==> config.mk <==
export PLATFORM = sky130hd
export DESIGN_NAME = bitop_unit
export DESIGN_NICKNAME = d
export VERILOG_FILES = /design/src/rtl/bitop_pkg.sv /design/src/rtl/bitsel_decode.sv /design/src/rtl/bit_editor.sv /design/src/rtl/pc_target.sv /design/src/rtl/bitop_unit.sv
export SDC_FILE = /design/constraint.sdc
export NUM_CORES = 1
export LEC_CHECK = 0
export ABC_AREA = 1
export CELL_PAD_IN_SITES_DETAIL_PLACEMENT = 1
export CELL_PAD_IN_SITES_GLOBAL_PLACEMENT = 1
export CORE_UTILIZATION = 34
export CTS_CLUSTER_DIAMETER = 60
export DETAILED_ROUTE_END_ITERATION = 12
export GPL_TIMING_DRIVEN = 1
export PLACE_DENSITY_LB_ADDON = 0.12
export SKIP_LAST_GASP = 1
export SLEW_MARGIN = 15
export SYNTH_ARGS = -nofsm -noshare
export SYNTH_HDL_FRONTEND = slang
export SYNTH_SLANG_ARGS = --single-unit
==> constraint.sdc <==
create_clock -name clk -period 2.94 [get_ports clk]
set_input_delay 0.588 -clock clk [delete_from_list [all_inputs] [get_ports clk]]
set_output_delay 0.588 -clock clk [all_outputs]
set_load 0.05 [all_outputs]
==> src/rtl/bitop_pkg.sv <==
package bitop_pkg;

    typedef enum logic [1:0] {
        BOP_SET   = 2'b00,
        BOP_CLR   = 2'b01,
        BOP_BRSET = 2'b10,
        BOP_BRCLR = 2'b11
    } bop_e;

    function automatic logic bop_is_branch(input bop_e op);
        return op[1];
    endfunction

endpackage

==> src/rtl/bitsel_decode.sv <==
module bitsel_decode #(
    parameter int DATA_W = 8,
    localparam int IDX_W = $clog2(DATA_W)
) (
    input  logic [IDX_W-1:0]  idx_i,
    input  logic [DATA_W-1:0] operand_i,
    output logic [DATA_W-1:0] mask_o,
    output logic              bit_o
);
    // one-hot mask, one comparator per bit position
    for (genvar g = 0; g < DATA_W; g++) begin : g_mask
        assign mask_o[g] = (idx_i == IDX_W'(g));
    end

    assign bit_o = |(operand_i & mask_o);
endmodule

==> src/rtl/bit_editor.sv <==
module bit_editor #(
    parameter int DATA_W = 8
) (
    input  logic [DATA_W-1:0] operand_i,
    input  logic [DATA_W-1:0] mask_i,
    input  logic              set_i,
    output logic [DATA_W-1:0] data_o
);
    // per-bit mux: selected bit takes set_i, others pass through
    for (genvar g = 0; g < DATA_W; g++) begin : g_bit
        assign data_o[g] = mask_i[g] ? set_i : operand_i[g];
    end
endmodule

==> src/rtl/pc_target.sv <==
module pc_target #(
    parameter int PC_W    = 16,
    parameter int DISP_W  = 8,
    parameter int ACC_LEN = 2,
    parameter int MEM_LEN = 3
) (
    input  logic [PC_W-1:0]   pc_i,
    input  logic [DISP_W-1:0] disp_i,
    input  logic              mem_src_i,
    input  logic              take_i,
    output logic [PC_W-1:0]   next_pc_o
);
    localparam logic [PC_W-1:0] LEN_ACC = PC_W'(ACC_LEN);
    localparam logic [PC_W-1:0] LEN_MEM = PC_W'(MEM_LEN);

    logic [PC_W-1:0] seq_pc;
    logic [PC_W-1:0] disp_ext;

    always_comb begin
        seq_pc    = pc_i + (mem_src_i ? LEN_MEM : LEN_ACC);
        disp_ext  = {{(PC_W-DISP_W){disp_i[DISP_W-1]}}, disp_i};
        next_pc_o = take_i ? (seq_pc + disp_ext) : seq_pc;
    end
endmodule

==> src/rtl/bitop_unit.sv <==
module bitop_unit
    import bitop_pkg::*;
#(
    parameter int DATA_W  = 8,
    parameter int PC_W    = 16,
    parameter int DISP_W  = 8,
    parameter int ACC_LEN = 2,
    parameter int MEM_LEN = 3,
    localparam int IDX_W  = $clog2(DATA_W)
) (
    input  logic              clk,
    input  logic              rst_n,
    input  logic              vld_i,
    input  logic [1:0]        op_i,
    input  logic              mem_src_i,
    input  logic [IDX_W-1:0]  bit_idx_i,
    input  logic [DATA_W-1:0] operand_i,
    input  logic [PC_W-1:0]   pc_i,
    input  logic [DISP_W-1:0] disp_i,
    output logic              vld_o,
    output logic [DATA_W-1:0] data_o,
    output logic              wr_acc_o,
    output logic              wr_mem_o,
    output logic              taken_o,
    output logic [PC_W-1:0]   next_pc_o
);
    typedef struct packed {
        logic              vld;
        logic [DATA_W-1:0] data;
        logic              wr_acc;
        logic              wr_mem;
        logic              taken;
        logic [PC_W-1:0]   pc;
    } res_t;

    res_t res_d, res_q;

    bop_e              op;
    logic [DATA_W-1:0] mask;
    logic              sel_bit;
    logic [DATA_W-1:0] edited;
    logic              take;
    logic [PC_W-1:0]   tgt_pc;

    assign op = bop_e'(op_i);

    bitsel_decode #(.DATA_W(DATA_W)) u_dec (
        .idx_i     (bit_idx_i),
        .operand_i (operand_i),
        .mask_o    (mask),
        .bit_o     (sel_bit)
    );

    bit_editor #(.DATA_W(DATA_W)) u_edit (
        .operand_i (operand_i),
        .mask_i    (mask),
        .set_i     (op == BOP_SET),
        .data_o    (edited)
    );

    always_comb begin
        unique case (op)
            BOP_BRSET: take = sel_bit;
            BOP_BRCLR: take = ~sel_bit;
            default:   take = 1'b0;
        endcase
    end

    pc_target #(
        .PC_W(PC_W), .DISP_W(DISP_W), .ACC_LEN(ACC_LEN), .MEM_LEN(MEM_LEN)
    ) u_pc (
        .pc_i      (pc_i),
        .disp_i    (disp_i),
        .mem_src_i (mem_src_i),
        .take_i    (take),
        .next_pc_o (tgt_pc)
    );

    always_comb begin
        res_d        = res_q;
        res_d.vld    = 1'b0;
        res_d.wr_acc = 1'b0;
        res_d.wr_mem = 1'b0;
        res_d.taken  = 1'b0;
        if (vld_i) begin
            res_d.vld = 1'b1;
            res_d.pc  = tgt_pc;
            if (bop_is_branch(op)) begin
                res_d.data  = operand_i;
                res_d.taken = take;
            end else begin
                res_d.data   = edited;
                res_d.wr_acc = ~mem_src_i;
                res_d.wr_mem = mem_src_i;
            end
        end
    end

    always_ff @(posedge clk) begin
        if (!rst_n) res_q <= '0;
        else        res_q <= res_d;
    end

    assign vld_o     = res_q.vld;
    assign data_o    = res_q.data;
    assign wr_acc_o  = res_q.wr_acc;
    assign wr_mem_o  = res_q.wr_mem;
    assign taken_o   = res_q.taken;
    assign next_pc_o = res_q.pc;

    AST_WR_EXCLUSIVE: assert property (@(posedge clk) disable iff (!rst_n)
        $onehot0({wr_acc_o, wr_mem_o}));

    AST_EDIT_ONE_BIT: assert property (@(posedge clk) disable iff (!rst_n)
        (vld_i && !op_i[1]) |=> ($countones(data_o ^ $past(operand_i)) <= 1));

    AST_BRANCH_NO_WRITE: assert property (@(posedge clk) disable iff (!rst_n)
        (vld_i && op_i[1]) |=> (!wr_acc_o && !wr_mem_o && data_o == $past(operand_i)));

    AST_SEQ_PC: assert property (@(posedge clk) disable iff (!rst_n)
        (vld_i && !op_i[1]) |=> (next_pc_o == $past(pc_i) + (PC_W'($past(mem_src_i) ? MEM_LEN : ACC_LEN))));

    AST_IDLE_QUIET: assert property (@(posedge clk) disable iff (!rst_n)
        !vld_i |=> (!vld_o && !taken_o && !wr_acc_o && !wr_mem_o));

    AST_IDLE_HOLD: assert property (@(posedge clk) disable iff (!rst_n)
        !vld_i |=> ($stable(next_pc_o) && $stable(data_o)));

    AST_VALID_FOLLOWS: assert property (@(posedge clk) disable iff (!rst_n)
        vld_i |=> vld_o);
endmodule

==> flow_metrics.py <==
metrics = {
    "global_route": {
        "grt_use_met2_pct": 47.1,
        "grt_max_degree": 29,
        "met3_usage_pct": 3.32,
        "grt_pass1_vias": 3764,
        "grtUsageTotal_pct": 26.2,
        "busiest_layer": "met2",
        "grtUsageMet1_pct": 31.9,
        "grt_pass1_wl_um": 18000,
        "antenna_found_initial": 0,
        "grt_overflow_total": 0,
    },
    "setup_path": {
        "critPathRequiredTime_ns": 3.17,
        "crit_chain": "dlygate4sd2_1 > ha_2 > inv_2 > ha_4 > inv_2 > nand2_2 > inv_2 > or2_2 > nand2_2 > inv_2 > ha_4 > nand2_2 > inv_2 > nand2_1 > nand2_1 > inv_1 > nand2_2 > xor2_2 > inv_1 > nand2_1 > nand3_1 > a21oi_1",
        "rr_worst_depth": 2,
        "path_common_cell": "inv_2",
        "startpoint_type": "input pin",
        "crit_type": "in -> reg",
        "crit_arrival_ns": 3.17,
        "r2r_end": "next_pc_o[7]",
        "crit_buf_inv": 8,
        "crit_fanout": 4,
        "crit_family": "simple AND/OR/NAND/NOR gates",
        "crit_path_end_kind": "flip-flop",
        "slowest_stage": "or2_2",
        "crit_path_max_incr_delay_ns": 0.29,
        "rr_startpoint": "next_pc_o[7]",
        "reg2reg_setup_slack_ns": 2.24,
    },
    "power_and_ir_drop": {
        "cellPowerDensity_mw_per_mm2": 348,
        "power_leakage_nw": 2.28,
        "peakVddDrop_v": 0.000241,
    },
    "clock_tree": {
        "cts_sinks": 28,
        "hold_buffers": 0,
        "clock_latency_ns": 0.28,
        "clk_path_buf_depth": 2,
        "root_buffer": "clkbuf_8",
        "cts_tree": "done",
        "clkSlewWorstSetupHoldPaths_ns": 0.10,
        "clock_tree.htree_level_count": 1,
        "cts_buffers": 3,
    },
    "sta": {
        "rsz0062_at_grt": "yes",
        "max_freq_mhz": 339,
        "finalMaxSlewViolations": 0,
        "setup_viol": 2,
        "final.setup.tns_ns": -0.0123,
        "period_share_pct": 100,
        "clock_skew_ns": 0,
        "setup_slack_ns": -0.00769,
        "slew-limit-headroom_pct": 48.5,
        "hold_viol": 0,
        "period_needed_ns": 2.95,
        "tightest_slew_ns": 0.771,
    },
    "layout": {
        "layout.nets": 676,
        "fin_area_sq_mm": 0.00472,
        "final_core_util_pct": 57.7,
        "instances_no_fill": 718,
        "drive_gt1_share_pct": 31.3,
        "diodes": 0,
        "area_growth_pct": 65.1,
        "fillCellCount": 1072,
    },
    "logic_synthesis": {
        "avgSynthCellArea_sq_um": 5.94,
        "syn_inst": 481,
        "syn_area_sq_mm": 0.00286,
        "synth-seq-area-share_pct": 19.6,
        "synth_async_sr_flop_share_pct": 0,
        "synth_top_family_by_area": "simple AND/OR/NAND/NOR gates",
        "yosysTopAreaCell": "nand2_1",
        "synth_area_leaders": "nand2_1 (20%), dfxtp_1 (20%), nand3_1 (11%), ha_1 (8.8%), inv_1 (8.5%)",
        "yosys.area_share.simple_pct": 44.1,
        "synth-warning-count": 0,
        "synth.most_common_cell": "nand2_1",
        "synth_fa_ha_area_share_pct": 9.46,
        "synth_compound_area_share_pct": 9.81,
        "synth-edff-count": 0,
        "synth_xor_area_share_pct": 4.29,
        "yosys_most_used_dff": "dfxtp_1",
        "syn_nets": 543,
        "synth_seq_cells": 28,
        "synth_cell_types": 34,
        "synth_common_cells": "nand2_1 (152), inv_1 (65), nand3_1 (61), a21oi_1 (37), nor2_1 (33)",
        "synth_top_cell_area_share_pct": 20.0,
        "synthMuxAreaShare_pct": 0,
    },
    "floorplanning": {
        "row_count": 33,
        "die-area_sq_mm": 0.00878,
        "start_util_pct": 35.0,
        "fp.dieH_um": 93.7,
        "die_w_um": 93.7,
        "ios": 69,
        "core_area_sq_mm": 0.00818,
    },
    "placement": {
        "place_hpwl_um": 8700,
        "gp_congestion": 0.908,
        "post_dp_cell_area_sq_mm": 0.00405,
        "pre_cts_ws_ns": -0.743,
        "dp.cells": 703,
        "port_buffers": 68,
    },
    "detailed_routing": {
        "dr.pass1.iters": 5,
        "post-route-drc-count": 0,
        "ant_nets": 0,
        "via_count": 3774,
        "routedWlPerCell_um": 17.8,
        "via_per_inst": 5.26,
        "routed_wl_um": 12800,
        "drt-initial-drc-count": 311,
    },
    "hold_path": {
        "worstHoldPathCells": 2,
        "min_to": "next_pc_o[1]",
        "hold_path.startpoint": "next_pc_o[1]",
        "hold_path.class": "reg -> reg",
    },
    "run": {
        "drv_cap": 0,
    },
    "status": {
        "status": "complete, but fails checks",
        "violations": "negative setup slack",
    },
}
==> layer usage <==
metal	vias to the layer above	part of all wire (%)
met5	-	0
met4	0	3.8
met3	36	4.1
met2	135	50
met1	1788	42
li1	1815	-
==> worst register-to-register path: cells and delay by family, from the launching register on <==
family,cells,cell delay [ns]
compound gates,1,0.16
flops,1,0.40
simple gates,1,0.08
==> report_power, final <==
part	leakage, nW	internal [mW]	switching [mW]
clock network	0.0357	0.183	0.131
logic	2.01	0.375	0.530
registers	0.231	0.407	0.0158
==> sequential cells by signal, summed over array words and instances, names as in the netlist <==
name,count
vld_o,1
wr_mem_o,1
wr_acc_o,1
data_o,8
next_pc_o,16
taken_o,1
==> through the flow <==
step	hold WS, ns	total power, mW
2_1_floorplan	0.660	0.866
3_3_place_gp	0.453	1.15
3_5_place_dp	0.456	1.17
4_1_cts	0.472	1.57
5_1_grt	0.486	1.72
6_report	0.472	1.64
==> cell usage in the layout (no fill, tap or decap), types with 3 or more instances in the layout <==
cell | netlist | final
a21oi_1 | 37 | 29
ha_1 | 20 | 4
clkbuf_8 | 0 | 3
nand3_2 | 2 | 11
o21ai_0 | 4 | 3
nor3_1 | 9 | 6
xor2_1 | 7 | 3
nor2_1 | 33 | 24
buf_4 | 1 | 72
nand3_1 | 61 | 51
nand2_1 | 152 | 122
clkdlybuf4s50_1 | 0 | 57
dlymetal6s2s_1 | 0 | 9
xor2_2 | 0 | 4
inv_1 | 65 | 52
inv_2 | 2 | 15
nand4_1 | 15 | 15
nor2_2 | 1 | 7
ha_4 | 0 | 15
xnor2_1 | 7 | 5
nand2_2 | 0 | 29
nand3b_1 | 3 | 3
nand2_4 | 2 | 3
nor2_4 | 0 | 3
dfxtp_1 | 28 | 28
a31o_2 | 3 | 3
a21oi_2 | 1 | 9
==> final cells by class <==
cell class | instances | area (sq um) | share of cell area [%]
clock buffer | 3 | 41.3 | 0.875
clock inverter | 1 | 30.0 | 0.636
multi-input combinational | 369 | 2420 | 51.4
inverter | 70 | 268 | 5.67
timing repair buffer | 142 | 1260 | 26.8
tap | 105 | 131 | 2.78
sequential | 28 | 561 | 11.9
==> timing repair <==
action / in CTS / in global routing
pin swaps: 26 / 20
setup buffers: 6 / 5
endpoints found under the setup margin: 11 / 11
gates resized for setup: 74 / 46
==> how the worst max path moves through the flow <==
stage	slack [ns]	start	cells after the start	endpoint
final	-0.008	pc_i[0]	22	next_pc_o[7]
after CTS	0.006	pc_i[6]	19	next_pc_o[15]
after global routing	-0.10	mem_src_i	18	next_pc_o[10]
after detailed placement	-0.74	mem_src_i	21	next_pc_o[14]
after floorplan	0.20	mem_src_i	20	next_pc_o[14]
after global placement	-0.63	mem_src_i	17	next_pc_o[14]
==> cell families (layout without fill, tap and decap cells) <==
kind of cell             count (synthesis)  count (layout)
AO/OA/AOI/OAI                           50              50
XOR/XNOR                                14              14
adder cells (fa/ha/maj)                 21              21
buffers and inverters                   84             216
flip-flops                              28              28
AND/OR/NAND/NOR                        284             284
Note: power is estimated with default switching activity, not from simulation.
